**src/rtl/cwdt_pkg.sv**
```systemverilog
package cwdt_pkg;

    localparam int unsigned BUS_W = 32;
    localparam int unsigned DIV_W = 8;

    typedef enum logic [1:0] {
        MODE_SINGLE = 2'd0,
        MODE_RSV1   = 2'd1,
        MODE_RSV2   = 2'd2,
        MODE_EVENT  = 2'd3
    } cnt_mode_e;

    // trigger source code: end-of-count of the counter just before this one
    localparam logic [3:0] SRC_PREV = 4'd5;

    typedef struct packed {
        logic [DIV_W-1:0] div;
        logic [3:0]       src;
        cnt_mode_e        mode;
        logic             busy;
        logic             run;
    } cnt_ctrl_t;

endpackage

```
**src/rtl/wdt_counter.sv**
```systemverilog
module wdt_counter
    import cwdt_pkg::*;
#(
    parameter int unsigned CNT_W = 64
) (
    input  logic             clk,
    input  logic             rst_n,
    input  logic             tick_i,
    input  logic             wr_ctrl_i,
    input  logic             wr_lo_i,
    input  logic             wr_hi_i,
    input  logic [BUS_W-1:0] wdata_i,
    input  logic             trig_i,
    output cnt_ctrl_t        ctrl_o,
    output logic [CNT_W-1:0] count_o,
    output logic             expire_o
);

    localparam int unsigned HI_W = CNT_W - BUS_W;

    typedef struct packed {
        cnt_ctrl_t        ctrl;
        logic [CNT_W-1:0] shadow;
        logic [CNT_W-1:0] count;
        logic [DIV_W-1:0] phase;
        logic             expire;
    } cnt_state_t;

    cnt_state_t q, d;
    cnt_ctrl_t  new_ctrl;
    logic [DIV_W-1:0] div_eff;
    logic start, retrig, stop;

    always_comb begin
        d        = q;
        d.expire = 1'b0;
        new_ctrl = cnt_ctrl_t'(wdata_i[15:0]);
        div_eff  = (q.ctrl.div == '0) ? DIV_W'(1) : q.ctrl.div;

        // prescaled decrement
        if (q.ctrl.busy && q.ctrl.run && tick_i) begin
            if (q.phase >= div_eff - DIV_W'(1)) begin
                d.phase = '0;
                if (q.count <= CNT_W'(1)) begin
                    d.count     = '0;
                    d.ctrl.busy = 1'b0;
                    d.expire    = 1'b1;
                end else begin
                    d.count = q.count - CNT_W'(1);
                end
            end else begin
                d.phase = q.phase + DIV_W'(1);
            end
        end

        // shadow reload value
        if (wr_lo_i) d.shadow[BUS_W-1:0]     = wdata_i;
        if (wr_hi_i) d.shadow[CNT_W-1:BUS_W] = wdata_i[HI_W-1:0];

        // control fields (busy is not writable)
        if (wr_ctrl_i) begin
            d.ctrl.run  = new_ctrl.run;
            d.ctrl.mode = new_ctrl.mode;
            d.ctrl.src  = new_ctrl.src;
            d.ctrl.div  = new_ctrl.div;
        end

        start  = wr_ctrl_i && new_ctrl.run && !q.ctrl.run && (new_ctrl.mode != MODE_EVENT);
        retrig = trig_i && q.ctrl.run && (q.ctrl.mode == MODE_EVENT) && (q.ctrl.src == SRC_PREV);
        stop   = wr_ctrl_i && !new_ctrl.run;

        if (start || retrig) begin
            d.count = q.shadow;
            d.phase = '0;
            if (q.shadow == '0) begin
                d.ctrl.busy = 1'b0;
                d.expire    = 1'b1;
            end else begin
                d.ctrl.busy = 1'b1;
                d.expire    = 1'b0;
            end
        end

        // disable wins over everything, freezes the count
        if (stop) begin
            d.ctrl.busy = 1'b0;
            d.expire    = 1'b0;
            d.phase     = '0;
            d.count     = q.count;
        end
    end

    always_ff @(posedge clk or negedge rst_n) begin
        if (!rst_n) q <= '0;
        else        q <= d;
    end

    assign ctrl_o   = q.ctrl;
    assign count_o  = q.count;
    assign expire_o = q.expire;

endmodule

```
**src/rtl/wdt_regmap.sv**
```systemverilog
module wdt_regmap
    import cwdt_pkg::*;
#(
    parameter int unsigned ADDR_W  = 6,
    parameter int unsigned NUM_CNT = 2,
    parameter int unsigned CNT_W   = 64
) (
    input  logic [ADDR_W-1:0] addr_i,
    input  logic              wr_i,
    input  cnt_ctrl_t         ctrl_i  [NUM_CNT],
    input  logic [CNT_W-1:0]  count_i [NUM_CNT],
    input  logic [NUM_CNT-1:0] link_i,
    output logic              wr_ctrl_o [NUM_CNT],
    output logic              wr_lo_o   [NUM_CNT],
    output logic              wr_hi_o   [NUM_CNT],
    output logic              wr_link_o,
    output logic [BUS_W-1:0]  rdata_o
);

    localparam int unsigned BLK_W = ADDR_W - 4;

    logic [BLK_W-1:0] blk;
    logic [1:0]       slot;
    logic             aligned;

    assign blk     = addr_i[ADDR_W-1:4];
    assign slot    = addr_i[3:2];
    assign aligned = (addr_i[1:0] == 2'b00);

    always_comb begin
        rdata_o   = '0;
        wr_link_o = wr_i && aligned && (blk == BLK_W'(NUM_CNT)) && (slot == 2'd0);
        if (aligned && (blk == BLK_W'(NUM_CNT)) && (slot == 2'd0))
            rdata_o = BUS_W'(link_i);
        for (int i = 0; i < NUM_CNT; i++) begin
            wr_ctrl_o[i] = wr_i && aligned && (blk == BLK_W'(i)) && (slot == 2'd0);
            wr_lo_o[i]   = wr_i && aligned && (blk == BLK_W'(i)) && (slot == 2'd1);
            wr_hi_o[i]   = wr_i && aligned && (blk == BLK_W'(i)) && (slot == 2'd2);
            if (aligned && (blk == BLK_W'(i))) begin
                case (slot)
                    2'd0:    rdata_o = BUS_W'(ctrl_i[i]);
                    2'd1:    rdata_o = count_i[i][BUS_W-1:0];
                    2'd2:    rdata_o = BUS_W'(count_i[i][CNT_W-1:BUS_W]);
                    default: rdata_o = '0;
                endcase
            end
        end
    end

endmodule

```
**src/rtl/chained_wdt.sv**
```systemverilog
module chained_wdt
    import cwdt_pkg::*;
#(
    parameter int unsigned CNT_W    = 64,
    parameter int unsigned NUM_CNT  = 2,
    parameter int unsigned WDOG_IDX = 1,
    parameter int unsigned ADDR_W   = 6
) (
    input  logic              clk,
    input  logic              rst_n,
    input  logic              tick_i,
    input  logic [ADDR_W-1:0] bus_addr_i,
    input  logic              bus_wr_i,
    input  logic [BUS_W-1:0]  bus_wdata_i,
    output logic [BUS_W-1:0]  bus_rdata_o,
    output logic              wdog_rst_o
);

    typedef struct packed {
        logic [NUM_CNT-1:0] link;
        logic               rst_req;
    } top_state_t;

    top_state_t q, d;

    cnt_ctrl_t        ctrl_w   [NUM_CNT];
    logic [CNT_W-1:0] count_w  [NUM_CNT];
    logic             expire_w [NUM_CNT];
    logic             wr_ctrl  [NUM_CNT];
    logic             wr_lo    [NUM_CNT];
    logic             wr_hi    [NUM_CNT];
    logic             wr_link;

    wdt_regmap #(
        .ADDR_W (ADDR_W),
        .NUM_CNT(NUM_CNT),
        .CNT_W  (CNT_W)
    ) u_regmap (
        .addr_i   (bus_addr_i),
        .wr_i     (bus_wr_i),
        .ctrl_i   (ctrl_w),
        .count_i  (count_w),
        .link_i   (q.link),
        .wr_ctrl_o(wr_ctrl),
        .wr_lo_o  (wr_lo),
        .wr_hi_o  (wr_hi),
        .wr_link_o(wr_link),
        .rdata_o  (bus_rdata_o)
    );

    for (genvar g = 0; g < NUM_CNT; g++) begin : g_cnt
        logic trig;
        if (g == 0) begin : g_head
            assign trig = 1'b0;
        end else begin : g_link
            assign trig = expire_w[g-1];
        end
        wdt_counter #(.CNT_W(CNT_W)) u_cnt (
            .clk      (clk),
            .rst_n    (rst_n),
            .tick_i   (tick_i),
            .wr_ctrl_i(wr_ctrl[g]),
            .wr_lo_i  (wr_lo[g]),
            .wr_hi_i  (wr_hi[g]),
            .wdata_i  (bus_wdata_i),
            .trig_i   (trig),
            .ctrl_o   (ctrl_w[g]),
            .count_o  (count_w[g]),
            .expire_o (expire_w[g])
        );
    end

    always_comb begin
        d = q;
        if (wr_link) d.link = bus_wdata_i[NUM_CNT-1:0];
        if (expire_w[WDOG_IDX] && q.link[WDOG_IDX] && ctrl_w[WDOG_IDX].run
            && (ctrl_w[WDOG_IDX].mode == MODE_EVENT))
            d.rst_req = 1'b1;
    end

    always_ff @(posedge clk or negedge rst_n) begin
        if (!rst_n) q <= '0;
        else        q <= d;
    end

    assign wdog_rst_o = q.rst_req;

endmodule

```
**config.mk**
```make
export PLATFORM = sky130hd
export DESIGN_NAME = chained_wdt
export DESIGN_NICKNAME = d
export VERILOG_FILES = /design/src/rtl/cwdt_pkg.sv /design/src/rtl/wdt_counter.sv /design/src/rtl/wdt_regmap.sv /design/src/rtl/chained_wdt.sv
export SDC_FILE = /design/constraint.sdc
export NUM_CORES = 1
export LEC_CHECK = 0
export BUFFER_PORTS_ARGS = -buffer_cell sky130_fd_sc_hd__buf_2
export CAP_MARGIN = 20
export CORE_ASPECT_RATIO = 0.5
export CORE_UTILIZATION = 34
export CTS_BUF_LIST = sky130_fd_sc_hd__clkbuf_8 sky130_fd_sc_hd__clkbuf_16
export DETAILED_ROUTE_END_ITERATION = 6
export PLACE_DENSITY = 0.48
export SLEW_MARGIN = 10
export SYNTH_ARGS = -nofsm -noshare
export SYNTH_HDL_FRONTEND = slang
export SYNTH_SLANG_ARGS = --single-unit
export TNS_END_PERCENT = 30
```
**constraint.sdc**
```tcl
create_clock -name clk -period 6.3 [get_ports clk]
set_clock_uncertainty 0.05 [all_clocks]
set_input_delay 0.315 -clock clk [delete_from_list [all_inputs] [get_ports clk]]
set_output_delay 0.315 -clock clk [all_outputs]
set_load 0.02 [all_outputs]
```
==> flow_summary_export.csv, run 1 <==
group,metric,value,unit
outcome,status,"complete, no violations",
global_routing,grt_pass1_wl,100.4,mm
yosys,synth_ff_type,"dfrtp_1",
power,irDropWorstVdd,0.1636,mV
sta,fin_crit_sh,0.6916,
floorplanning,die_area,52720,µm²
critical_path,critPathMaxStageDelay,0.69,ns
critical_path,r2r_setup_slack,1.94,ns
clock_network,post-cts-setup-buffers,0,
sta,setup_viol,0,
global_routing,grt_max_degree,112,
layout,final_common_cell,"dfrtp_1",
yosys,yosys_warnings,0,
yosys,netlist_area,17600,µm²
routing,drc_errors,0,
routing,vias,15450,
placement,dp_slack,1.999,ns
hold_path,whs_path_depth,2,
clock_network,cts_num_sinks,309,
yosys,synth_cells,1817,
critical_path,timing.rr.end,"g_cnt[0].u_cnt.count_o[44]$_DFFE_PN0P_",
global_routing,grt_usage,0.2530,
power,seqPwrFrac,0.412,
yosys,ys_seq_area_frac,0.4394,
layout,drive_gt1_frac,0.1907,
routing,via_per_inst,6.093,
clock_network,cts_max_level,2,
critical_path,path_cells,"or4_1 -> nor4_1 -> nor2_1 -> ha_1 -> inv_1 -> nor2_1 -> xnor2_1 -> ha_1 -> nand2_1 -> nor3_1 -> o31ai_1 -> a2bb2oi_4 -> buf_4 -> o21ai_0 -> a22o_1",
critical_path,cp-end-kind,"register",
yosys,syn_nets,1883,
sta,hold_viol,0,
floorplanning,die_w,323.7,µm
clock_network,cts_tree,"yes",
yosys,synth_edf_count,0,
sta,slew_headroom,0.2017,
routing,drt-initial-drc-count,1644,
critical_path,cp-start-kind,"register",
power,pwr-share-comb,0.210,
layout,multi_input_comb_area,9238,µm²
layout,stdcell_area,19880,µm²
power,p_clk_frac,0.378,
sta,post-route-min-period,4.357,ns
floorplanning,io_pins,75,
clock_network,worstSkewPairLatency,0.55,ns
layout,n_antenna_cell,0,
critical_path,cp.required,6.68,ns
sta,setup_slack,1.943,ns
yosys,ys_types,69,
global_routing,antenna_found_initial,2,
floorplanning,die_y,162.9,µm
hold_path,whs_endpoint,"g_cnt[0].u_cnt.q[133]$_DFFE_PN0P_",
routing,totalWireLength,66.59,mm
critical_path,arrival,4.74,ns
sta,slew_violations,0,
global_routing,gr-total-overflow,0,
critical_path,crit_fanout,34,
hold_path,hold_start,"bus_wdata_i[28]",
yosys,avgSynthCellArea,9.685,µm²
critical_path,r2r_cells,15,
placement,gp_congestion,0.8843,
yosys,synth-async-reset-ratio,1.000,
floorplanning,initial_core_util,0.3474,
sta,setup-tns-final,0,ns
power,pwr_density_cell,288.4,nW/µm²
clock_network,clk_pin_slew,0.07,ns
floorplanning,num_rows,58,
layout,area_delta_synth_final,12.98,%
sta,rsz0062_at_grt,"false",
layout,final.fill_count,5142,
floorplanning,coreArea,50650,µm²
hold_path,hp-class,"input pin to register",
clock_network,cts_made_buffers,34,
routing,dr.pass1.iters,6,
routing,drtAntennaViolNets,0,
run,cap_violations,0,
power,switching_share,0.3269,
sta,worst_slew_pin_slew,1.192,ns
critical_path,path_class,"register to register",
layout,regArea,7732,µm²
placement,port_buffers,74,
global_routing,first_global_vias,14960,
power,internal_power,3.859,mW
clock_network,cts_root_buf,"clkbuf_16",
placement,dpl-instance-area,18620,µm²
critical_path,slowest_stage,"a2bb2oi_4",
power,power_leakage,8.413,nW
layout,most-common-layout-cells,"309 x dfrtp_1, 160 x mux2_2, 127 x nor2_1, 107 x nand2_1, 95 x o21ai_0",
placement,post-dp-hpwl,46.76,mm
power,p_switching,1.875,mW
layout,fin_nets,1886,
clock_network,cts_buffer_depth,3,
critical_path,reg2reg_from,"g_cnt[0].u_cnt.ctrl_o[10]$_DFFE_PN0P_",
sta,fmax,229.5,MHz
yosys,ys_ff_latch,309,
routing,routedWlPerCell,26.26,µm
[critical path: cells and delay by family (launching register included)]
family,cells,cell delay [ns]
AO/OA/AOI/OAI,4,1.35
XOR/XNOR,1,0.12
adder cells (fa/ha/maj),2,0.50
buffers and inverters,2,0.53
flip-flops,1,0.45
AND/OR/NAND/NOR,6,1.21
[state kept, by name (all words and copies together), names as in the netlist]
register and flops:
q 2, wdog_rst_o 1, g_cnt.u_cnt.ctrl_o 32, g_cnt.u_cnt.count_o 128
g_cnt.u_cnt.q 144, g_cnt.u_cnt.expire_o 2
[Yosys cell counts (14+ instances only)]
| cell | count | area (µm²) |
|---|---|---|
| dfrtp_1 | 309 | 7732 |
| mux2_2 | 160 | 1802 |
| nor2_1 | 131 | 491.7 |
| clkbuf_1 | 120 | 450.4 |
| nand2_1 | 108 | 405.4 |
| o21ai_0 | 95 | 475.5 |
| a21oi_1 | 75 | 375.4 |
| nor3_1 | 69 | 345.3 |
| nor4_1 | 69 | 431.7 |
| a22oi_1 | 68 | 510.5 |
| inv_1 | 55 | 206.5 |
| o22ai_1 | 54 | 337.8 |
| nand3_1 | 46 | 230.2 |
| o2bb2ai_1 | 45 | 394.1 |
| a32oi_1 | 43 | 376.6 |
| mux2i_1 | 33 | 330.3 |
| a22o_1 | 30 | 262.8 |
| nand4_1 | 27 | 168.9 |
| ha_1 | 24 | 300.3 |
| or4_1 | 21 | 157.7 |
| o211ai_1 | 18 | 135.1 |
| o41ai_1 | 18 | 157.7 |
| o31ai_1 | 16 | 120.1 |
| or3_1 | 16 | 100.1 |
| o311ai_0 | 14 | 122.6 |
[repair_timing]
| item | 4_1_cts | 5_1_grt |
|---|---|---|
| hold buffers | 2 | 0 |
| endpoints found under the hold margin | 54 | 0 |
| resized for setup | 0 | 0 |
| endpoints found under the setup margin | 0 | 0 |
[metrics by stage]
stage | total power [mW] | utilization | std cells | hold WS [ns]
2_1_floorplan | 3.089 | - | 1817 | -0.03059
3_3_place_gp | 3.573 | 0.3675 | 2469 | 0.2294
3_5_place_dp | 3.578 | 0.3676 | 2470 | 0.2255
4_1_cts | 5.760 | 0.3915 | 2534 | 0.02135
5_1_grt | 5.989 | 0.3925 | 2536 | 0.04120
6_report | 5.734 | 0.3925 | 2536 | 0.05280
[power groups by stage]
stage / Clock [mW] / Combinational (mW) / Sequential [mW]
6_report: 2.17 / 1.20 / 2.36
5_1_grt: 2.28 / 1.33 / 2.38
3_5_place_dp: 0 / 1.18 / 2.39
2_1_floorplan: 0 / 0.798 / 2.29
3_3_place_gp: 0 / 1.18 / 2.39
4_1_cts: 2.21 / 1.19 / 2.36
[how the worst max path moves through the flow]
stage	from	to	slack, ns
finish	g_cnt[0].u_cnt.ctrl_o[10]$_DFFE_PN0P_	g_cnt[0].u_cnt.count_o[44]$_DFFE_PN0P_	1.94
CTS	g_cnt[0].u_cnt.ctrl_o[10]$_DFFE_PN0P_	g_cnt[0].u_cnt.count_o[44]$_DFFE_PN0P_	1.98
global route	g_cnt[0].u_cnt.ctrl_o[10]$_DFFE_PN0P_	g_cnt[0].u_cnt.count_o[44]$_DFFE_PN0P_	1.52
detailed placement	g_cnt[0].u_cnt.ctrl_o[10]$_DFFE_PN0P_	g_cnt[0].u_cnt.count_o[44]$_DFFE_PN0P_	2.00
global placement	g_cnt[0].u_cnt.ctrl_o[10]$_DFFE_PN0P_	g_cnt[0].u_cnt.count_o[44]$_DFFE_PN0P_	2.01
floorplan	g_cnt[0].u_cnt.ctrl_o[10]$_DFFE_PN0P_	g_cnt[0].u_cnt.count_o[0]$_DFFE_PN0P_	2.60
[cell families (layout without fill, tap and decap cells)]
| kind of cell | Yosys count | in the layout | share of synthesized area |
|---|---|---|---|
| muxes | 193 | 193 | 0.1212 |
| AOI/OAI and AO/OA | 521 | 521 | 0.2073 |
| buffers and inverters | 191 | 220 | 0.04231 |
| DFF | 309 | 309 | 0.4394 |
| adders and majority gates | 24 | 24 | 0.01706 |
| and+or+nand+nor | 566 | 566 | 0.1662 |
| xor gates and xnor gates | 13 | 13 | 0.006470 |
[layout make-up]
cell class | count | area share
clock buffers | 48 | 0.05419
clock inverters | 14 | 0.005916
inverters | 55 | 0.01038
multi-input cells | 1317 | 0.4647
flip-flops and latches | 309 | 0.3889
well taps | 690 | 0.04343
repair buffers | 103 | 0.03248
[per-layer routing]
| metal | global-route usage | up-vias | wire length (µm) |
|---|---|---|---|
| met5 | 0 | - | 0 |
| met4 | 0.06325 | 0 | 1523 |
| met3 | 0.05148 | 92 | 4937 |
| met2 | 0.3649 | 516 | 27980 |
| met1 | 0.3812 | 7837 | 32150 |
| li1 | - | 7007 | - |
Note: power is estimated with default switching activity, not from simulation.
==> run 2, diff against run 1 <==
--- a/config.mk
+++ b/config.mk
@@ -5,13 +5,14 @@
 export SDC_FILE = /design/constraint.sdc
 export NUM_CORES = 1
 export LEC_CHECK = 0
+export ABC_AREA = 1
 export BUFFER_PORTS_ARGS = -buffer_cell sky130_fd_sc_hd__buf_2
 export CAP_MARGIN = 20
 export CORE_ASPECT_RATIO = 0.5
 export CORE_UTILIZATION = 34
 export CTS_BUF_LIST = sky130_fd_sc_hd__clkbuf_8 sky130_fd_sc_hd__clkbuf_16
 export DETAILED_ROUTE_END_ITERATION = 6
-export PLACE_DENSITY = 0.48
+export PLACE_DENSITY = 0.5
 export SLEW_MARGIN = 10
 export SYNTH_ARGS = -nofsm -noshare
 export SYNTH_HDL_FRONTEND = slang
==> constraint.sdc (replaced) <==
create_clock -name clk -period 3.5 [get_ports clk]
set_clock_uncertainty 0.05 [all_clocks]
set_input_delay 0.175 -clock clk [delete_from_list [all_inputs] [get_ports clk]]
set_output_delay 0.175 -clock clk [all_outputs]
set_load 0.02 [all_outputs]
==> run 2 against run 1 <==
- clock-buffer cell count fell by 9
- area after synthesis rose by 14%
- non-clock buffer count rose by 48
- cell count rose by 57%
- sequential power rose by 110%
- worst setup slack got worse by 1.7 ns
- routed wire length rose by 22%
- sequential cell count did not move
- cell area rose by 16%
- clock power rose by 87%
- largest cell class unchanged
==> flow_summary_export.csv, run 2 <==
group,metric,value,unit
clock_network,clk_pin_slew,0.07,ns
floorplanning,num_rows,62,
yosys,netlist_top_cells_area,"dfrtp_1 39%, nand2_1 21%, nor2_1 11%",
yosys,ys_types,38,
yosys,ys_seq_area_frac,0.3868,
critical_path,path_buf_inv,5,
sta,rsz0062_at_grt,"false",
yosys,netlist_area,19990,µm²
clock_network,worstSkewPairLatency,0.56,ns
placement,place_inst,3894,
routing,drt-initial-drc-count,2307,
critical_path,cp-end-kind,"register",
layout,largest_register_ffs,144,
critical_path,path_common_cell,"inv_1",
yosys,yosys.cell_count.top_type,"nand2_1",
global_routing,gr-usage-met1,0.4217,
outcome,status,"complete, no violations",
yosys,synth_edf_count,0,
sta,slew_violations,0,
layout,n_antenna_cell,0,
floorplanning,initial_core_util,0.3464,
routing,vias,20580,
hold_path,whs_path_depth,3,
critical_path,reg2reg_from,"g_cnt[0].u_cnt.ctrl_o[13]$_DFFE_PN0P_",
floorplanning,die_y,173.5,µm
yosys,synth_ff_type,"dfrtp_1",
clock_network,cts_tree,"yes",
layout,final_cells,3990,
floorplanning,io_pins,75,
global_routing,grt_max_degree,89,
floorplanning,die_w,344.9,µm
routing,drc_errors,0,
sta,slew_headroom,0.3087,
yosys,synth-async-reset-ratio,1.000,
power,irDropWorstVdd,0.4235,mV
power,power,15.16,mW
global_routing,antenna_found_initial,1,
yosys,synthTopCellsByCount,"1096 x nand2_1, 585 x nor2_1, 325 x inv_1",
power,pwr_density_cell,660.0,nW/µm²
yosys,avgSynthCellArea,6.426,µm²
routing,dr.pass1.iters,6,
critical_path,timing.rr.end,"g_cnt[0].u_cnt.count_o[56]$_DFFE_PN0P_",
clock_network,cts_buffer_depth,3,
yosys,syn_nets,3177,
layout,most-common-layout-cells,"1091 x nand2_1, 583 x nor2_1, 332 x inv_1, 308 x dfrtp_1, 216 x o21ai_0",
hold_path,hold_start,"bus_wdata_i[3]",
layout,drive_gt1_frac,0.06487,
sta,fin_crit_sh,0.9234,
critical_path,r2r_cells,19,
sta,hold_slack,0.01390,ns
layout,area_delta_synth_final,14.93,%
global_routing,grt.busiest_layer,"met1",
critical_path,path_class,"register to register",
sta,hold_viol,0,
clock_network,cts_max_level,2,
floorplanning,coreArea,57720,µm²
critical_path,path_cells,"inv_1 -> nand3_1 -> inv_1 -> a21o_1 -> inv_1 -> ha_1 -> nand2_1 -> nor3_1 -> xor2_1 -> ha_1 -> nand2_1 -> nor2_1 -> nand4_1 -> nand4_1 -> nand2_4 -> buf_12 -> buf_4 -> nor2_1 -> a21oi_1",
power,power_leakage,11.49,nW
routing,totalWireLength,81.52,mm
yosys,yosys.area.top_type,"dfrtp_1",
critical_path,crit_fanout,25,
routing,drtAntennaViolNets,0,
layout,fin_nets,3262,
critical_path,path_delay_family,"simple AND/OR/NAND/NOR gates",
placement,port_buffers,74,
hold_path,hp-class,"input pin to register",
clock_network,cts_num_sinks,309,
critical_path,cp-start-kind,"register",
critical_path,slowest_stage,"dfrtp_1",
placement,post-dp-hpwl,62.02,mm
clock_network,cts_root_buf,"clkbuf_16",
global_routing,use_met2,0.3723,
critical_path,r2r_setup_slack,0.27,ns
global_routing,grt_pass1_wl,121.3,mm
layout,regMostFlops,"g_cnt.u_cnt.q",
run,cap_violations,0,
critical_path,arrival,3.66,ns
placement,gp_congestion,0.9673,
sta,post-route-min-period,3.232,ns
sta,setup-tns-final,0,ns
global_routing,gr-total-overflow,0,
global_routing,grt_usage,0.2707,
routing,routedWlPerCell,20.43,µm
yosys,synth_cells,3111,
routing,via_per_inst,5.159,
clock_network,cts_made_buffers,36,
critical_path,critPathMaxStageDelay,0.39,ns
global_routing,grt_use_met3,0.06919,
floorplanning,die_area,59830,µm²
yosys,yosysTopAreaCellShare,0.3868,
sta,worst_slew_pin_slew,1.033,ns
critical_path,cp.required,3.93,ns
hold_path,whs_endpoint,"g_cnt[1].u_cnt.ctrl_o[3]$_DFFE_PN0P_",
yosys,yosys_warnings,0,
sta,setup_viol,0,
sta,fmax,309.4,MHz
global_routing,first_global_vias,18870,
yosys,ys_ff_latch,309,
layout,final_common_cell,"nand2_1",
run 2: cell types whose count changed after synthesis, moves of 50 or more:
cell,delta
nor3_1,-50
nand2_1,+988
mux2_2,-160
nor4_1,-62
xor2_1,+65
clkbuf_1,-61
o21ai_0,+121
a22oi_1,-68
nor2_1,+454
nand3_1,+68
inv_1,+270
run 2: power by group:
part | switching (mW) | internal [mW]
Combinational | 4.34 | 1.86
Clock | 1.72 | 2.34
Sequential | 0.777 | 4.12
run 2: tightest hold or removal path, cell delays in order:
cell	delay, ns
buf_2	0.08
inv_1	0.13
o21ai_0	0.18
run 2: layout make-up:
type,instances,area [µm²]
repair buffers,151,1209
clock inverters,25,291.5
well taps,768,960.9
inverters,334,1256
multi-input cells,2364,10580
fillers,6244,34740
clock buffers,39,942.2
flip-flops and latches,309,7734
run 2: how the worst max path moves through the flow:
stage | from | end | slack (ns) | depth (start not counted)
floorplan | g_cnt[1].u_cnt.ctrl_o[10]$_DFFE_PN0P_ | g_cnt[1].u_cnt.count_o[0]$_DFFE_PN0P_ | 0.54 | 20
global placement | g_cnt[1].u_cnt.ctrl_o[10]$_DFFE_PN0P_ | g_cnt[1].u_cnt.count_o[57]$_DFFE_PN0P_ | 0.31 | 21
detailed placement | g_cnt[1].u_cnt.ctrl_o[10]$_DFFE_PN0P_ | g_cnt[1].u_cnt.count_o[5]$_DFFE_PN0P_ | 0.19 | 21
CTS | g_cnt[1].u_cnt.ctrl_o[10]$_DFFE_PN0P_ | g_cnt[1].u_cnt.count_o[21]$_DFFE_PN0P_ | 0.16 | 21
global route | g_cnt[0].u_cnt.ctrl_o[11]$_DFFE_PN0P_ | g_cnt[0].u_cnt.count_o[56]$_DFFE_PN0P_ | 0.02 | 19
finish | g_cnt[0].u_cnt.ctrl_o[13]$_DFFE_PN0P_ | g_cnt[0].u_cnt.count_o[56]$_DFFE_PN0P_ | 0.27 | 19
run 2: timing repair:
| item | in CTS | in global routing |
|---|---|---|
| setup buffers | 0 | 3 |
| hold buffers | 28 | 0 |
| setup endpoints to repair | 0 | 79 |
| hold endpoints to repair | 167 | 0 |
| resized for setup | 0 | 6 |
run 2: metal layers:
layer | part of all wire | wire length [µm]
met1 | 0.49 | 39960
met2 | 0.40 | 32590
met3 | 0.092 | 7491
met4 | 0.018 | 1474
met5 | 0 | 0
run 2: cells by family (layout without fill, tap and decap cells):
family	after synthesis	after routing	share of synthesized area
AO/OA/AOI/OAI	379	379	0.1058
XOR/XNOR	73	73	0.03198
adder cells (fa/ha/maj)	24	24	0.01502
buffers and inverters	438	549	0.08556
flip-flops	309	309	0.3868
multiplexers	1	1	0.0005007
AND/OR/NAND/NOR	1887	1887	0.3743
run 2: per-stage QoR:
stage	util	instance area, µm²	worst slack [ns]
final	0.3981	22980	0.2681
after global routing	0.3981	22980	0.02328
after CTS	0.3969	22910	0.1616
after detailed placement	0.3707	21400	0.1917
after global placement	0.3707	21400	0.3061
after floorplan	-	19990	0.5429
